### src/rtl/eg_pkg.sv
package eg_pkg;
  typedef enum logic [2:0] {
    ST_INIT,
    ST_IDLE,
    ST_LOAD,
    ST_PROG,
    ST_COMMIT
  } eg_state_e;
endpackage

### src/rtl/eg_strobe_qual.sv
module eg_strobe_qual #(
  parameter int AW      = 6,
  parameter int DW      = 8,
  parameter int MIN_LOW = 3
) (
  input  logic          clk,
  input  logic          rst,
  input  logic          ce_n,
  input  logic          oe_n,
  input  logic          we_n,
  input  logic          pwr_ok,
  input  logic [AW-1:0] addr,
  input  logic [DW-1:0] din,
  output logic          wr_acc,
  output logic [AW-1:0] wr_addr,
  output logic [DW-1:0] wr_data,
  output logic          rd_req,
  output logic [AW-1:0] rd_addr
);
  localparam int CW = $clog2(MIN_LOW + 1);

  logic          ce_m, ce_s, oe_m, oe_s, we_m, we_s, pw_m, pw_s, we_prev;
  logic [AW-1:0] addr_m, addr_s, a_lat;
  logic [DW-1:0] din_m, din_s;
  logic          armed;
  logic [CW-1:0] lowcnt;
  logic          gate_ok, we_fall, we_rise;

  // two-stage synchronizer for every input
  always_ff @(posedge clk) begin
    if (rst) begin
      ce_m <= 1'b1; ce_s <= 1'b1;
      oe_m <= 1'b1; oe_s <= 1'b1;
      we_m <= 1'b1; we_s <= 1'b1; we_prev <= 1'b1;
      pw_m <= 1'b0; pw_s <= 1'b0;
      addr_m <= '0; addr_s <= '0;
      din_m <= '0;  din_s <= '0;
    end else begin
      ce_m <= ce_n;   ce_s <= ce_m;
      oe_m <= oe_n;   oe_s <= oe_m;
      we_m <= we_n;   we_s <= we_m; we_prev <= we_s;
      pw_m <= pwr_ok; pw_s <= pw_m;
      addr_m <= addr; addr_s <= addr_m;
      din_m <= din;   din_s <= din_m;
    end
  end

  assign gate_ok = ~ce_s & oe_s & pw_s;
  assign we_fall = we_prev & ~we_s;
  assign we_rise = ~we_prev & we_s;

  always_ff @(posedge clk) begin
    if (rst) begin
      armed   <= 1'b0;
      lowcnt  <= '0;
      a_lat   <= '0;
      wr_acc  <= 1'b0;
      wr_addr <= '0;
      wr_data <= '0;
    end else begin
      wr_acc <= 1'b0;
      if (we_fall) begin
        armed  <= gate_ok;
        lowcnt <= CW'(1);
        a_lat  <= addr_s;
      end else if (!we_s) begin
        if (!gate_ok) armed <= 1'b0;
        if (lowcnt != CW'(MIN_LOW)) lowcnt <= lowcnt + CW'(1);
      end else if (we_rise) begin
        wr_acc  <= armed & gate_ok & (lowcnt >= CW'(MIN_LOW));
        wr_addr <= a_lat;
        wr_data <= din_s;
        armed   <= 1'b0;
      end
    end
  end

  assign rd_req  = ~ce_s & ~oe_s & we_s;
  assign rd_addr = addr_s;

  // an accepted write always follows a write-enable rising edge
  p_acc_after_rise_r4: assert property (@(posedge clk) disable iff (rst)
    wr_acc |-> ($past(we_s) && !$past(we_prev)));

  // supply must have been good when the write was taken
  p_acc_needs_pwr_r2: assert property (@(posedge clk) disable iff (rst)
    wr_acc |-> $past(pw_s));
endmodule

### src/rtl/eg_seq.sv
module eg_seq
  import eg_pkg::*;
#(
  parameter int AW       = 6,
  parameter int DW       = 8,
  parameter int PAGE_AW  = 2,
  parameter int LOAD_WIN = 24,
  parameter int PROG_CYC = 1400000
) (
  input  logic          clk,
  input  logic          rst,
  input  logic          wr_acc,
  input  logic [AW-1:0] wr_addr,
  input  logic [DW-1:0] wr_data,
  output logic          mem_we,
  output logic [AW-1:0] mem_waddr,
  output logic [DW-1:0] mem_wdata,
  output logic          busy,
  output logic          stat_d7
);
  localparam int PAGE = 1 << PAGE_AW;
  localparam int BW   = AW - PAGE_AW;
  localparam int WCW  = $clog2(LOAD_WIN + 1);
  localparam int PCW  = $clog2(PROG_CYC + 1);

  eg_state_e          st;
  logic [AW-1:0]      sweep;
  logic [PAGE_AW-1:0] cidx;
  logic [WCW-1:0]     wcnt;
  logic [PCW-1:0]     pcnt;
  logic [BW-1:0]      pg_base;
  logic [PAGE-1:0]    pg_vld;
  logic [DW-1:0]      pg_data [PAGE];
  logic [PAGE_AW-1:0] off;

  assign off = wr_addr[PAGE_AW-1:0];

  always_ff @(posedge clk) begin
    if (rst) begin
      st      <= ST_INIT;
      sweep   <= '0;
      cidx    <= '0;
      wcnt    <= '0;
      pcnt    <= '0;
      pg_base <= '0;
      pg_vld  <= '0;
      stat_d7 <= 1'b0;
      for (int i = 0; i < PAGE; i++) pg_data[i] <= '0;
    end else begin
      case (st)
        ST_INIT: begin
          sweep <= sweep + AW'(1);
          if (sweep == AW'(PAGE * (1 << BW) - 1)) st <= ST_IDLE;
        end
        ST_IDLE: begin
          if (wr_acc) begin
            pg_base      <= wr_addr[AW-1:PAGE_AW];
            pg_data[off] <= wr_data;
            pg_vld       <= PAGE'(1) << off;
            stat_d7      <= wr_data[DW-1];
            wcnt         <= '0;
            st           <= ST_LOAD;
          end
        end
        ST_LOAD: begin
          if (wr_acc) begin
            pg_data[off] <= wr_data;
            pg_vld[off]  <= 1'b1;
            stat_d7      <= wr_data[DW-1];
            wcnt         <= '0;
          end else if (wcnt == WCW'(LOAD_WIN - 1)) begin
            pcnt <= '0;
            st   <= ST_PROG;
          end else begin
            wcnt <= wcnt + WCW'(1);
          end
        end
        ST_PROG: begin
          if (pcnt == PCW'(PROG_CYC - 1)) begin
            cidx <= '0;
            st   <= ST_COMMIT;
          end else begin
            pcnt <= pcnt + PCW'(1);
          end
        end
        ST_COMMIT: begin
          if (cidx == PAGE_AW'(PAGE - 1)) begin
            pg_vld <= '0;
            st     <= ST_IDLE;
          end else begin
            cidx <= cidx + PAGE_AW'(1);
          end
        end
        default: st <= ST_IDLE;
      endcase
    end
  end

  always_comb begin
    mem_we    = 1'b0;
    mem_waddr = '0;
    mem_wdata = '0;
    if (st == ST_INIT) begin
      mem_we    = 1'b1;
      mem_waddr = sweep;
      mem_wdata = '1;
    end else if (st == ST_COMMIT) begin
      mem_we    = pg_vld[cidx];
      mem_waddr = {pg_base, cidx};
      mem_wdata = pg_data[cidx];
    end
  end

  assign busy = (st != ST_IDLE);

  // status bit frozen while programming
  p_status_frozen_r8: assert property (@(posedge clk) disable iff (rst)
    (st == ST_PROG && $past(st == ST_PROG)) |-> $stable(stat_d7));

  // commit is entered only from the programming interval
  p_commit_after_prog_r6: assert property (@(posedge clk) disable iff (rst)
    (st == ST_COMMIT && !$past(st == ST_COMMIT)) |-> $past(st == ST_PROG));

  // a loading page always holds at least one byte
  p_page_nonempty_r7: assert property (@(posedge clk) disable iff (rst)
    (st == ST_LOAD) |-> (pg_vld != '0));
endmodule

### src/rtl/eg_store.sv
module eg_store #(
  parameter int AW = 6,
  parameter int DW = 8
) (
  input  logic          clk,
  input  logic          we,
  input  logic [AW-1:0] waddr,
  input  logic [DW-1:0] wdata,
  input  logic [AW-1:0] raddr,
  output logic [DW-1:0] rdata
);
  localparam int DEPTH = 1 << AW;

  logic [DW-1:0] mem [DEPTH];

  always_ff @(posedge clk) begin
    if (we) mem[waddr] <= wdata;
    rdata <= mem[raddr];
  end
endmodule

### src/rtl/eeprom_wguard.sv
module eeprom_wguard #(
  parameter int AW       = 6,
  parameter int DW       = 8,
  parameter int PAGE_AW  = 2,
  parameter int MIN_LOW  = 3,
  parameter int LOAD_WIN = 24,
  parameter int PROG_CYC = 1400000
) (
  input  logic          clk,
  input  logic          rst,
  input  logic          ce_n,
  input  logic          oe_n,
  input  logic          we_n,
  input  logic          pwr_ok,
  input  logic [AW-1:0] addr,
  input  logic [DW-1:0] din,
  output logic [DW-1:0] dout,
  output logic          dout_oe
);
  logic          wr_acc, rd_req, rd_req_d;
  logic [AW-1:0] wr_addr, rd_addr, mem_waddr;
  logic [DW-1:0] wr_data, mem_wdata, ram_q;
  logic          mem_we, busy, stat_d7;

  eg_strobe_qual #(.AW(AW), .DW(DW), .MIN_LOW(MIN_LOW)) u_qual (
    .clk(clk), .rst(rst), .ce_n(ce_n), .oe_n(oe_n), .we_n(we_n),
    .pwr_ok(pwr_ok), .addr(addr), .din(din),
    .wr_acc(wr_acc), .wr_addr(wr_addr), .wr_data(wr_data),
    .rd_req(rd_req), .rd_addr(rd_addr)
  );

  eg_seq #(.AW(AW), .DW(DW), .PAGE_AW(PAGE_AW), .LOAD_WIN(LOAD_WIN),
           .PROG_CYC(PROG_CYC)) u_seq (
    .clk(clk), .rst(rst), .wr_acc(wr_acc), .wr_addr(wr_addr),
    .wr_data(wr_data), .mem_we(mem_we), .mem_waddr(mem_waddr),
    .mem_wdata(mem_wdata), .busy(busy), .stat_d7(stat_d7)
  );

  eg_store #(.AW(AW), .DW(DW)) u_store (
    .clk(clk), .we(mem_we), .waddr(mem_waddr), .wdata(mem_wdata),
    .raddr(rd_addr), .rdata(ram_q)
  );

  always_ff @(posedge clk) begin
    if (rst) begin
      rd_req_d <= 1'b0;
      dout     <= '0;
      dout_oe  <= 1'b0;
    end else begin
      rd_req_d <= rd_req;
      dout_oe  <= rd_req_d;
      if (!rd_req_d) dout <= '0;
      else if (busy) dout <= {~stat_d7, {(DW-1){1'b0}}};
      else dout <= ram_q;
    end
  end

  // status byte has zero low bits and the inverted stored bit 7
  p_status_low_zero_r5: assert property (@(posedge clk) disable iff (rst)
    (dout_oe && $past(busy)) |-> (dout[DW-2:0] == '0));
  p_status_top_r5: assert property (@(posedge clk) disable iff (rst)
    (dout_oe && $past(busy)) |-> (dout[DW-1] == ~$past(stat_d7)));
  // quiet output bus outside reads
  p_quiet_bus_r11: assert property (@(posedge clk) disable iff (rst)
    !dout_oe |-> (dout == '0));
endmodule

### config.mk
export PLATFORM = sky130hd
export DESIGN_NAME = eeprom_wguard
export DESIGN_NICKNAME = d
export VERILOG_FILES = /design/src/rtl/eg_pkg.sv /design/src/rtl/eg_strobe_qual.sv /design/src/rtl/eg_seq.sv /design/src/rtl/eg_store.sv /design/src/rtl/eeprom_wguard.sv
export SDC_FILE = /design/constraint.sdc
export NUM_CORES = 1
export LEC_CHECK = 0
export BUFFER_PORTS_ARGS = -buffer_cell sky130_fd_sc_hd__buf_2
export CORE_ASPECT_RATIO = 0.8
export CORE_MARGIN = 2
export CORE_UTILIZATION = 55
export CTS_BUF_LIST = sky130_fd_sc_hd__clkbuf_16
export DETAILED_ROUTE_END_ITERATION = 10
export GPL_ROUTABILITY_DRIVEN = 0
export HOLD_SLACK_MARGIN = 0.12
export PLACE_DENSITY = 0.71
export SYNTH_ARGS = -nofsm -noshare
export SYNTH_HDL_FRONTEND = slang
export SYNTH_SLANG_ARGS = --single-unit
### constraint.sdc
create_clock -name clk -period 4.1 [get_ports clk]
set_input_delay 0.82 -clock clk [delete_from_list [all_inputs] [get_ports clk]]
set_output_delay 0.82 -clock clk [all_outputs]
set_load 0.05 [all_outputs]
# After elaboration in Yosys (flattened, before gate mapping)
# Memory sizes are Yosys's and may differ from the RTL's. A register that Yosys moved wholly into a read port is not among the register bits.
# Index checks and enable logic that the tools add are counted.
# totals
regBits	117
ram_bits	544
inputBits	20
elab_cells	166
n_memories	2
# op_classes
add_sub_neg	5
order_cmp	4
eq_ne	23
n_shift	1
muxes	57
bitwise	18
n_reduce_logical	24
# memory_table
name	depth	width	rd	rd_ports_with_merged_regs	write_ports	line_no	source
u_store.mem	64	8	1	1	1	eg_store.sv:14	logic [DW-1:0] mem [DEPTH];
u_seq.pg_data	4	8	1	1	4	eg_seq.sv:33	logic [DW-1:0] pg_data [PAGE];
# ops
cell	count
$mux 21	3
$pmux 21 s2	1
$mux 8	5
$mux 1	23
$add 21x1->21 const B	1
$eq 21x21->1 const B	1
$mux 3	6
$mux 5	3
$pmux 3 s5	1
$ne 2x2->1 const B	7
$mux 4	3
$mux 6	2
$pmux 4 s3	1
$mux 2	5
$pmux 5 s2	1
$reduce_and 2->1	5
$reduce_and 3->1	3
$and 1x1->1	8
$ne 2x1->1 const B	4
$not 1->1	8
$reduce_and 4->1	2
$reduce_bool 2->1	4
$reduce_or 8->1	1
$add 6x1->6 const B	1
27 further kinds	33

# Logic depth before layout (Yosys ltp)
# depth
ltp_word	7
depth_mapped	8
ltp_nobuf	6

# By module
# Synthesis repeated with hierarchy kept, for this count alone.
# hier_totals
hier_cells	1559
hier_area_um2	26366.5
# modules_own_cells
module	instances	cells_each	area_per_inst_um2	seq_area_each_um2
eg_store	1	940	20166.8	15534.9
eg_seq	1	414	3986.3	1921.8
eg_strobe_qual	1	182	1915.6	1221.2
eeprom_wguard	1	23	297.8	200.2

# Least setup slack after synthesis
# OpenSTA, ideal clock, no wires.
# synth_timing
kind	reg-to-reg
startpoint	reg u_seq.st[1]
endpoint	mem u_store.mem[0][0], data pin
setup_time_ns	0.548
arrival_time_ns	2.863
required_ns	3.552
path_slack_ns	0.689
path_stages_with_launch	6
n_path_buf	3
synth_period_minus_slack_ns	3.411
path_cell_list	dfxtp_1 -> clkbuf_1 -> or2_1 -> clkbuf_1 -> buf_1 -> a21oi_1
# synth_between
elab_chain_cells	3
# synth_lines
element	line_no	source
start, declared	eg_seq.sv:26	eg_state_e st;
start signal, assigned	eg_seq.sv:40	st <= ST_INIT;
start signal, assigned	eg_seq.sv:53	if (sweep == AW'(PAGE * (1 << BW) - 1)) st <= ST_IDLE;
start signal, assigned	eg_seq.sv:62	st <= ST_LOAD;
$eq 3x3->1	eg_seq.sv:107	end else if (st == ST_COMMIT) begin
$mux 8	eg_seq.sv:107	
$mux 8 *	eg_seq.sv:103	if (st == ST_INIT) begin
named net mem_wdata[0]	eeprom_wguard.sv:22	logic [DW-1:0] wr_data, mem_wdata, ram_q;
end, declared	eg_store.sv:14	
# The timed path passes the listed nets; every way through them passes the cells marked *.

# Final worst setup path
# layout_timing
startpoint	reg u_seq.st[2]
endpoint	mem u_store.mem[11][5] (enable)
# layout_between
elab_chain_cells	5
# layout_lines
element	line_no	source
$eq 3x3->1	eg_seq.sv:107	
$mux 1	eg_seq.sv:107	
$mux 1	eg_seq.sv:103	
$mux 1	eg_store.sv:17	if (we) mem[waddr] <= wdata;
$mux 1 (implied by the code)	eg_store.sv:17	
# Several ways; a longest one is shown, not always the timed one.

==> flow_summary.yaml <==
clock_tree:
  cts_setup_buffers: 0
  tritoncts: "built"
  clk_path_buf_depth: 3
  cts.sink_count: 671
  clk_latency_ns: 0.63
  clockRootBuffer: "clkbuf_16"
  htree_num_levels: 2
  post_cts_resized: 0
  cts_made_buffers: 61
  hold_buffers: 0
  clk_pin_slew_worst_paths_ns: 0.06
timing:
  clock.fmax_mhz: 299.0
  rsz0062_at_grt: "no"
  whs_ns: 0.3843
  fin_crit_sh_pct: 81.58
  slew_headroom_pct: 14.88
  max_slew.worst_pin.slew_ns: 1.268
  hold_violations: 0
  drv_slew: 0
  fin_tns_setup_ns: 0
  min_period_ns: 3.345
  setup_violations: 0
  fin_skew_ns: 0.02632
worst_setup_path:
  regToRegStartpoint: "u_seq.st[2]$_SDFFE_PP0P_"
  r2r_slack_ns: 0.76
  cp_max_fo: 40
  cp_common_cell: "nor2_1"
  critPathBufInv: 0
  r2r_cells: 4
  cp-start-kind: "flip-flop"
  slowest_delay_ns: 0.96
  cp-end-kind: "flip-flop"
  path_cells: "mux2i_1 -> nor2_1 -> nand3b_1 -> nor2_1"
  critPathTopFamily: "simple AND/OR/NAND/NOR gates"
  worst_path_max_delay_cell: "dfxtp_2"
  worstReg2RegEnd: "u_store.mem[11][5]$_DFFE_PP_"
  crit_type: "reg2reg"
  arrival_ns: 3.58
  worstPathRequired_ns: 4.34
routing:
  wirelength_um: 58690
  route.vias.total: 14240
  wl_per_cell_um: 25.84
  via_per_inst: 6.270
  ant_nets: 0
  drc: 0
  drtPass1Iterations: 5
  drt-initial-drc-count: 1895
synth:
  yosysWarnings: 0
  async_flop_share_pct: 0
  syn-cell-area_mm2: 0.02609
  synth_top_area_share_pct: 62.61
  synth_area_leaders: "edfxtp_1, mux4_2, dfxtp_1"
  synth_nets: 1578
  synthesis.instances: 1553
  ys_types: 66
  syn_area_per_cell_um2: 16.80
  synth_flop_cell: "edfxtp_1"
  synth_edf_count: 544
  ys_seq_area_share_pct: 72.35
  synth_seq_cells: 671
  synth_top_area_cell: "edfxtp_1"
grt:
  grt_max_degree: 65
  grt_pass1_wl_um: 88240
  overflow: 0
  gr-usage-all-layers_pct: 24.60
  first_global_vias: 13740
  antenna_found_initial: 0
pwr:
  p_leak_nw: 8.966
  total_power_mw: 13.24
  ir_drop_mv: 0.3859
  power_density_mw_per_mm2: 456.3
placement:
  portBuffers: 28
  dp_hpwl_um: 36430
cells_and_area:
  layout_commonest_cell: "edfxtp_1"
  mostFrequentLayoutCells: "edfxtp_1, nor2_1, mux4_2"
  diodes: 0
  fill_cells: 3302
  fin_nets: 1624
  layout-drive-gt1-share_pct: 19.56
  area_growth_pct: 11.21
flow_run:
  cap_violations: 0
hold_path:
  worstHoldPathType: "in2reg"
  whs_path_depth: 2
  hold_end: "u_qual.ce_m$_SDFF_PP1_"
  min-delay-start: "ce_n"
die:
  dieArea_mm2: 0.04921
  fp.dieH_um: 198.8
  core_area_mm2: 0.04691
  rows: 71
  ios: 29
  die_w_um: 247.5
  start_util_pct: 55.63
status:
  status: "complete, no violations"
==> worst register-to-register path: stages, from the launching register on <==
cell	delay, ns
dfxtp_2	0.96
mux2i_1	0.29
nor2_1	0.32
nand3b_1	0.58
nor2_1	0.82
==> logic make-up after synthesis <==
family | after synthesis | share of synthesized area [%]
xor+xnor | 13 | 0.4364
fa+ha+maj | 5 | 0.2398
compound gates | 163 | 4.081
flops | 671 | 72.35
buf+inv | 115 | 1.966
mux | 173 | 13.26
simple gates | 413 | 7.668
==> cells in the mapped netlist, types with 3 or more instances <==
library cell,number
nand2b_1,8
mux4_2,138
a211oi_1,14
nand3_1,29
a2111oi_0,3
nor2_1,142
dfxtp_1,127
buf_2,8
buf_1,12
xor2_1,6
mux2i_1,34
xnor2_1,7
nand4_1,8
inv_1,27
a21oi_1,62
a31oi_1,10
nand2_1,94
or3_1,11
and4_1,4
o31ai_1,4
or2_2,9
or4_1,4
a22oi_1,13
buf_4,15
and3_1,13
a31o_1,6
o22ai_1,6
o21ai_1,12
edfxtp_1,544
nor4_1,6
nor3_1,10
and2_1,7
nor2b_1,49
clkbuf_1,50
a21o_1,4
ha_1,5
nand3b_1,6
o221ai_1,8
==> layout make-up <==
| type | count | area [µm²] | area share, % |
|---|---|---|---|
| flip-flops and latches | 671 | 18890 | 65.10 |
| multi-input cells | 767 | 6795 | 23.42 |
| clock buffers | 63 | 1577 | 5.433 |
| well taps | 620 | 775.7 | 2.673 |
| repair buffers | 70 | 505.5 | 1.742 |
| clock inverters | 52 | 369.1 | 1.272 |
| inverters | 28 | 105.1 | 0.3622 |
==> stage by stage <==
step | instances | setup slack (ns) | area (µm²) | utilization [%]
floorplan | 1553 | 0.6887 | 26090 | -
global placement | 2156 | 1.005 | 27070 | 57.71
detailed placement | 2156 | 0.8853 | 27070 | 57.71
CTS | 2271 | 0.8872 | 29020 | 61.86
global route | 2271 | 0.6119 | 29020 | 61.86
finish | 2271 | 0.7551 | 29020 | 61.86
==> report_power, final <==
| group | switching [mW] | internal [mW] |
|---|---|---|
| clock | 2.42 | 3.09 |
| combinational | 0.227 | 0.153 |
| sequential | 0.0399 | 7.31 |
| total | 2.69 | 10.6 |
==> worst max path at each step <==
stage / from / end / slack [ns] / depth (start not counted)
CTS: u_seq.st[2]$_SDFFE_PP0P_ / u_store.mem[3][2]$_DFFE_PP_ / 0.89 / 4
global placement: u_seq.st[2]$_SDFFE_PP0P_ / u_store.mem[50][5]$_DFFE_PP_ / 1.01 / 5
global route: u_seq.st[2]$_SDFFE_PP0P_ / u_store.mem[3][4]$_DFFE_PP_ / 0.61 / 4
finish: u_seq.st[2]$_SDFFE_PP0P_ / u_store.mem[11][5]$_DFFE_PP_ / 0.76 / 4
floorplan: u_seq.st[1]$_SDFFE_PP0P_ / u_store.mem[0][0]$_DFFE_PP_ / 0.69 / 5
detailed placement: u_seq.st[2]$_SDFFE_PP0P_ / u_store.mem[11][5]$_DFFE_PP_ / 0.89 / 4
==> state kept, by name, summed over array words and instances (netlist names), 2 cells and up, named ones only <==
register / cells
u_qual.din_s: 8
u_qual.wr_addr: 6
u_seq.sweep: 6
dout: 8
u_qual.wr_data: 8
u_seq.pcnt: 21
u_seq.cidx: 2
u_qual.din_m: 8
u_qual.a_lat: 6
u_seq.pg_vld: 4
u_qual.rd_addr: 6
u_qual.addr_m: 6
u_qual.lowcnt: 2
u_seq.wcnt: 5
u_seq.pg_data: 32
u_store.mem: 512
u_seq.pg_base: 4
u_store.rdata: 8
u_seq.st: 3
==> layer usage <==
layer	GRT usage [%]	up-vias	part of all wire, %
met2	35.26	701	44
met4	7.163	0	2.5
met5	0	-	0
met3	6.341	93	10
met1	37.50	7305	44
li1	-	6141	-
No activity file was read; power rests on OpenSTA's default activity.
